**src/rtl/idx_pkg.sv**
```systemverilog
package idx_pkg;
    typedef enum logic [0:0] {
        BANK_LO = 1'b0,
        BANK_HI = 1'b1
    } bank_e;

    typedef enum logic [1:0] {
        SEL_PAGE = 2'd0,
        SEL_OFF0 = 2'd1,
        SEL_OFF1 = 2'd2,
        SEL_NONE = 2'd3
    } reg_sel_e;
endpackage

```
**src/rtl/idx_bank_fsm.sv**
```systemverilog
module idx_bank_fsm
    import idx_pkg::*;
(
    input  logic  clk,
    input  logic  rst,
    input  logic  bank_bit_i,
    output bank_e bank_o
);
    bank_e state_q, state_d;

    // state register
    always_ff @(posedge clk) begin
        if (rst) state_q <= BANK_LO;
        else     state_q <= state_d;
    end

    // transitions LO_TO_HI / HI_TO_LO
    always_comb begin
        state_d = state_q;
        unique case (state_q)
            BANK_LO: if (bank_bit_i)  state_d = BANK_HI;
            BANK_HI: if (!bank_bit_i) state_d = BANK_LO;
            default: state_d = BANK_LO;
        endcase
    end

    // output process
    always_comb bank_o = state_q;
endmodule

```
**src/rtl/idx_bank.sv**
```systemverilog
module idx_bank
    import idx_pkg::*;
#(
    parameter int DW = 8
) (
    input  logic          clk,
    input  logic          rst,
    input  logic          we_i,
    input  reg_sel_e      sel_i,
    input  logic [DW-1:0] data_i,
    output logic [DW-1:0] page_o,
    output logic [DW-1:0] off0_o,
    output logic [DW-1:0] off1_o
);
    logic [DW-1:0] page_q, off0_q, off1_q;

    always_ff @(posedge clk) begin
        if (rst) begin
            page_q <= '0;
            off0_q <= '0;
            off1_q <= '0;
        end else if (we_i) begin
            unique case (sel_i)
                SEL_PAGE: page_q <= data_i;
                SEL_OFF0: off0_q <= data_i;
                SEL_OFF1: off1_q <= data_i;
                SEL_NONE: ;
                default:  ;
            endcase
        end
    end

    assign page_o = page_q;
    assign off0_o = off0_q;
    assign off1_o = off1_q;

    // a bank not enabled holds all its registers
    assert_idle_hold_R4: assert property (@(posedge clk) disable iff (rst)
        !we_i |=> ($stable(page_o) && $stable(off0_o) && $stable(off1_o)));

    // the unused write code touches nothing
    assert_none_code_R3: assert property (@(posedge clk) disable iff (rst)
        (we_i && sel_i == SEL_NONE) |=> ($stable(page_o) && $stable(off0_o) && $stable(off1_o)));
endmodule

```
**src/rtl/idx_regfile.sv**
```systemverilog
module idx_regfile
    import idx_pkg::*;
#(
    parameter int DW       = 8,
    parameter int STAT_W   = 8,
    parameter int BANK_BIT = 2
) (
    input  logic            clk,
    input  logic            rst,
    input  logic [STAT_W-1:0] status_i,
    input  logic            wr_en_i,
    input  logic [1:0]      wr_sel_i,
    input  logic [DW-1:0]   wr_data_i,
    input  logic [1:0]      rd_sel_i,
    output logic [DW-1:0]   rd_data_o,
    input  logic            off_sel_i,
    output logic [2*DW-1:0] addr_o
);
    localparam int NB = 2;

    bank_e         bank;
    logic [NB-1:0] bank_we;
    logic [DW-1:0] page_w [NB];
    logic [DW-1:0] off0_w [NB];
    logic [DW-1:0] off1_w [NB];
    logic [DW-1:0] act_page, act_off0, act_off1;

    idx_bank_fsm u_fsm (
        .clk        (clk),
        .rst        (rst),
        .bank_bit_i (status_i[BANK_BIT]),
        .bank_o     (bank)
    );

    for (genvar b = 0; b < NB; b++) begin : g_bank
        assign bank_we[b] = wr_en_i && (int'(bank) == b);
        idx_bank #(.DW(DW)) u_bank (
            .clk    (clk),
            .rst    (rst),
            .we_i   (bank_we[b]),
            .sel_i  (reg_sel_e'(wr_sel_i)),
            .data_i (wr_data_i),
            .page_o (page_w[b]),
            .off0_o (off0_w[b]),
            .off1_o (off1_w[b])
        );
    end

    assign act_page = page_w[bank];
    assign act_off0 = off0_w[bank];
    assign act_off1 = off1_w[bank];

    always_comb begin
        unique case (reg_sel_e'(rd_sel_i))
            SEL_PAGE: rd_data_o = act_page;
            SEL_OFF0: rd_data_o = act_off0;
            SEL_OFF1: rd_data_o = act_off1;
            default:  rd_data_o = '0;
        endcase
    end

    assign addr_o = {act_page, off_sel_i ? act_off1 : act_off0};

    // at most one bank takes a write
    assert_single_bank_R4: assert property (@(posedge clk) disable iff (rst)
        $onehot0(bank_we));

    // outputs are zero right after reset
    assert_reset_clear_R1: assert property (@(posedge clk) disable iff (rst)
        $past(rst) |-> (addr_o == '0 && rd_data_o == '0));

    // a page write with an unchanged bank shows in the upper address byte
    assert_page_addr_R6: assert property (@(posedge clk) disable iff (rst)
        (wr_en_i && wr_sel_i == SEL_PAGE && status_i[BANK_BIT] == bank)
        |=> addr_o[2*DW-1:DW] == $past(wr_data_i));

    // an offset 1 write appears in the lower byte when offset 1 is chosen
    assert_off1_addr_R6: assert property (@(posedge clk) disable iff (rst)
        (wr_en_i && wr_sel_i == SEL_OFF1 && status_i[BANK_BIT] == bank)
        |=> (!off_sel_i || addr_o[DW-1:0] == $past(wr_data_i)));
endmodule

```
**config.mk**
```make
export PLATFORM = sky130hd
export DESIGN_NAME = idx_regfile
export DESIGN_NICKNAME = d
export VERILOG_FILES = /design/src/rtl/idx_pkg.sv /design/src/rtl/idx_bank_fsm.sv /design/src/rtl/idx_bank.sv /design/src/rtl/idx_regfile.sv
export SDC_FILE = /design/constraint.sdc
export NUM_CORES = 1
export LEC_CHECK = 0
export ABC_AREA = 0
export BUFFER_PORTS_ARGS = -buffer_cell sky130_fd_sc_hd__buf_2
export CELL_PAD_IN_SITES_DETAIL_PLACEMENT = 0
export CELL_PAD_IN_SITES_GLOBAL_PLACEMENT = 1
export CORE_MARGIN = 5
export CORE_UTILIZATION = 42
export CTS_BUF_LIST = sky130_fd_sc_hd__clkbuf_2
export DETAILED_ROUTE_END_ITERATION = 10
export PLACE_DENSITY = 0.88
export SLEW_MARGIN = 0
export SYNTH_ARGS = -nofsm -noshare
export SYNTH_HDL_FRONTEND = slang
export SYNTH_SLANG_ARGS = --single-unit
```
**constraint.sdc**
```tcl
create_clock -name clk -period 1.8 [get_ports clk]
set_input_delay 0.36 -clock clk [delete_from_list [all_inputs] [get_ports clk]]
set_output_delay 0.36 -clock clk [all_outputs]
set_load 0.02 [all_outputs]
```
# Yosys cells after proc, flatten, opt, wreduce, memory -nomap -nowiden
# Cells that the tools add are included.
# W data, S select, Z words.
[totals] register_bits=49 inputBits=24 wordCells=36
[op_classes] order_cmp=1 n_eq_ne=4 mux=12 n_bitwise=2 n_reduce_logical=10
[ops] operator="$mux W8" n=10
[ops] operator="$pmux W8 S3" n=1
[ops] operator="$reduce_and A2 Y1" n=6
[ops] operator="$eq A2 B1 Y1 const B" n=2
[ops] operator="$eq A2 B2 Y1 const B" n=2
[ops] operator="$logic_not A2 Y1" n=2
[ops] operator="$ge A2 B2 Y1 const B" n=1
[ops] operator="$logic_and A1 B1 Y1" n=2
[ops] operator="$not A1 Y2" n=1
[ops] operator="$mux W1" n=1
[ops] operator="$not A1 Y1" n=1

# Longest topological paths before layout
[depth] depth_word=5 mapped_depth=5

# Hierarchy
# From an unflattened synthesis, not the netlist that was laid out.
[unflattened] hier_cells=235 hier_area_um2=2757.6
[modules_own_cells] mod="idx_bank" n_inst=2 cells_per_inst=91 area_per_inst_um2=999.7
[modules_own_cells] mod="idx_regfile" n_inst=1 cells_per_inst=51 area_per_inst_um2=724.4
[modules_own_cells] mod="idx_bank_fsm" n_inst=1 cells_per_inst=2 area_per_inst_um2=33.8

# Worst setup path after synthesis
# OpenSTA, ideal clock, no wires.
[synth_timing] path_type="reg2out" from="register u_fsm.state_q, in the netlist u_fsm.bank_o" to="output port rd_data_o[3]" t_arrival_ns=1.250 setup_slack_ns=0.190 path_stages_with_launch=5 n_path_buf=2 cell_sequence="dfxtp_1 -> buf_4 -> buf_4 -> mux2i_1 -> o211ai_1"
[synth_via] elab_chain_len=5 word_cells_on_any_way=11 classes_between="mux (10); bitwise (1)"
[synth_lines] element="from (decl)" line="idx_bank_fsm.sv:9" source="bank_e state_q, state_d;"
[synth_lines] element="from (signal assigned)" line="idx_bank_fsm.sv:14" source="else state_q <= state_d;"
[synth_lines] element="$not A1 Y2 (not written as such) (*)" line="idx_regfile.sv:49, idx_regfile.sv:50, idx_regfile.sv:51"
[synth_lines] element="$mux W8 (on tied branches) (3 in series)" line="idx_regfile.sv:51, idx_regfile.sv:49, idx_regfile.sv:50"
[synth_lines] element="$pmux W8 S3 (*)" line="idx_regfile.sv:54" source="unique case (reg_sel_e'(rd_sel_i))"
[synth_lines] element="to (decl)" line="idx_regfile.sv:15" source="output logic [DW-1:0] rd_data_o,"
# Every way passes the cells marked *; elsewhere a longest branch is shown, timed or not. The select of a mux whose other input is x is not followed.

# Worst setup path in the final report
[layout_timing] from="register u_fsm.state_q, in the netlist u_fsm.bank_o" to="output port rd_data_o[1]"
# Same word-level chain as after synthesis.

==> summary.txt <==
Cells and area
  – Most frequent cells in the layout: 52 x nand2_1, 48 x dfxtp_1, 31 x a21oi_1
  – Antenna cells: 0
  – Share of cells above drive strength 1: 35.1%
  – Fin util: between 50% and 60%
  – Fill cells: 503
  – Post-layout nets: between 300 and 400
  – Layout area overhead: 30.8%
  – Most common cell after layout, fill and taps aside: nand2_1
  – Finished layout cell area: 0.00308 sq mm

Drt
  – Routed via count: 2058
  – Drt initial violations: 130
  – First-pass DRT Iterations: 6
  – Drt total wl: 6480 microns
  – Vias per cell: approximately 5.3
  – Remaining antenna violation count: 0
  – DRC: 0
  – Routed length per placed instance: 16.7 microns

Power
  – Pwr dens: 677 mW/mm^2
  – Pleak: 1.18 nW
  – VDD IR-drop max: 0.000437 V

Placement
  – Dpl cell area: 0.00262 sq mm
  – Routability cong.: 0.770
  – Post-detail-place hpwl: 3900 microns
  – Port bufs: 40
  – Place WS: 0.119 ns

Yosys
  – #FFs+latches synth: 49
  – Asr flop ratio synth: 0%
  – Synth Net Count: 292
  – Syn Area/Cell: just under 9 sq um
  – Post-Synthesis Cells: 268
  – Seq/Total Area, Yosys: 41.7%
  – Library cells used by synthesis: 23
  – EDFF count, synth: 0
  – Synth Flop Type: dfxtp_1
  – Yosys Warn Count: 0
  – Netlist Area Pre-Place: 0.00235 sq mm

Critical path
  – Kind of critical path: reg2out
  – Crit start category: flop
  – Worst r2r src: u_fsm.bank_o$_SDFF_PP0_
  – Worst path arrival time: 1.75 ns
  – Crit path required time: 1.44 ns
  – Critical Path End Type: output pin
  – Worst setup path start: u_fsm.bank_o$_SDFF_PP0_
  – CP max FO: 7

Timing
  – Part of the cycle the worst path needs: 117%
  – Worst setup margin: -0.311 ns
  – Fmax: 474 MHz
  – Hold Vio Cnt, Final: 0
  – Relative slew margins: between 70% and 80%
  – Tightest Pin Transition: 0.442 ns
  – Fin crit period: 2.11 ns
  – Count of final setup violators: 24
  – Hold_ws: 0.125 ns
  – Fin. max-slew vios: 0
  – Clk_skew: 0.0121 ns
  – RSZ-0062 raised after global routing: yes

CTS
  – Clock latency on the worst-skew pair: 0.43 ns
  – CTS clock-pin slew for the worst setup and hold paths: between 0.2 and 0.3 ns
  – CTS tree: done
  – Clock Path Buffers: 2
  – H-tree levels: 2
  – Clock Root Buffer: clkbuf_2
  – TritonCTS Sinks: 49
  – Total CTS buffers: 5

Hold path
  – Hold Path Class: in2reg
  – Worst Hold Launch: status_i[2]

Floorplan
  – Row count: 27
  – Ports: 48
  – Die H: 84.9 microns
  – Horiz. Die Dim: 84.9 microns
  – Initial core utilization: 43.0%
  – Die Area: 0.00720 sq mm
  – Core ar.: between 0.005 and 0.006 sq mm

Global route
  – Antenna violations before repair: 0
  – Pin count of the biggest net entering global routing: 50
  – Number of global-route vias before repair: 1961
  – Grt total ovfl: 0
  – Total Routing Usage GR: 17.2%
  – First-pass GRT wire length: just under 10000 microns

Flow run
  – Max_cap viols: 0

Status
  – Failing checks: setup timing
  – Status: finished, violations left
[Yosys cell counts (2+ instances only)]
library cell | instances | share of area [%]
nand2_1 | 56 | 8.9
dfxtp_1 | 49 | 42
a21oi_1 | 32 | 6.8
mux2i_1 | 32 | 14
nor2_1 | 32 | 5.1
mux2_2 | 16 | 7.7
nand2b_1 | 9 | 2.4
o211ai_1 | 8 | 2.6
clkbuf_1 | 7 | 1.1
buf_4 | 4 | 1.3
buf_1 | 3 | 0.48
buf_2 | 3 | 0.64
buf_6 | 3 | 1.4
and4b_1 | 2 | 0.85
and4bb_2 | 2 | 1.1
nand4b_2 | 2 | 1.3
nor2b_1 | 2 | 0.53
[state kept, by name, indices dropped and copies added (netlist names)]
| signal | count |
|---|---|
| g_bank.u_bank.page_o | 16 |
| g_bank.u_bank.off1_o | 16 |
| u_fsm.bank_o | 1 |
| g_bank.u_bank.off0_o | 16 |
[routing by layer]
layer	global-route usage [%]	wire, microns	up-vias
li1	-	-	999
met1	23.8	2930	990
met2	26.5	3060	59
met3	3.59	374	10
met4	5.90	113	0
met5	0	0	-
[worst max-delay path, cell delays in order (launching register included)]
cell       delay, ns
dfxtp_4         0.47
clkbuf_16       0.18
buf_4           0.11
mux2i_2         0.25
o211ai_1        0.12
buf_4           0.18
[final cells by class]
cell class	instances	area [sq um]	share of cell area, %
Clock buffer	5	25.0	0.813
Clock inverter	3	46.3	1.50
Inverter	1	3.75	0.122
Multi-Input combinational cell	197	1380	44.8
Sequential cell	49	985	32.0
Tap cell	72	90.1	2.93
Timing Repair Buffer	61	549	17.8
[final timing paths]
check	depth (start not counted)	slack, ns	to
worst max-delay path	5	-0.31	rd_data_o[1]
worst min-delay path	2	0.13	u_fsm.bank_o$_SDFF_PP0_
worst max register to register	8	0.03	g_bank[0].u_bank.page_o[4]$_SDFFE_PP0P_
worst min register to register	2	0.47	g_bank[1].u_bank.off0_o[0]$_SDFFE_PP0P_
[kinds of logic (layout without fill, tap and decap cells)]
kind of cell / Yosys count / count (layout) / share of synthesized area (%)
buffers and inverters: 22 / 70 / 5.32
muxes: 48 / 48 / 21.3
and+or+nand+nor: 109 / 109 / 22.4
AOI/OAI and AO/OA: 40 / 40 / 9.36
DFF: 49 / 49 / 41.7
[per-stage QoR]
stage          instances  total power [mW]  TNS, ns
6_report             388              2.09    -4.93
5_1_grt              388              2.17    -6.53
4_1_cts              378              2.04    -5.44
3_5_place_dp         367              1.41        0
3_3_place_gp         367              1.40        0
2_1_floorplan        268              1.32        0
[report_power, final]
group	total, mW	internal [mW]	leakage (nW)	switching (mW)
combinational	0.346	0.162	0.740	0.184
sequential	1.13	1.11	0.397	0.0161
clock	0.611	0.236	0.0392	0.375
[repair_timing]
action,4_1_cts,5_1_grt
gates cloned,1,2
setup endpoints to repair,24,29
pin swaps,0,13
gates resized for setup,5,70
hold buffers,0,0
buffers inserted,2,8
Power figures use the tool's default switching activity.
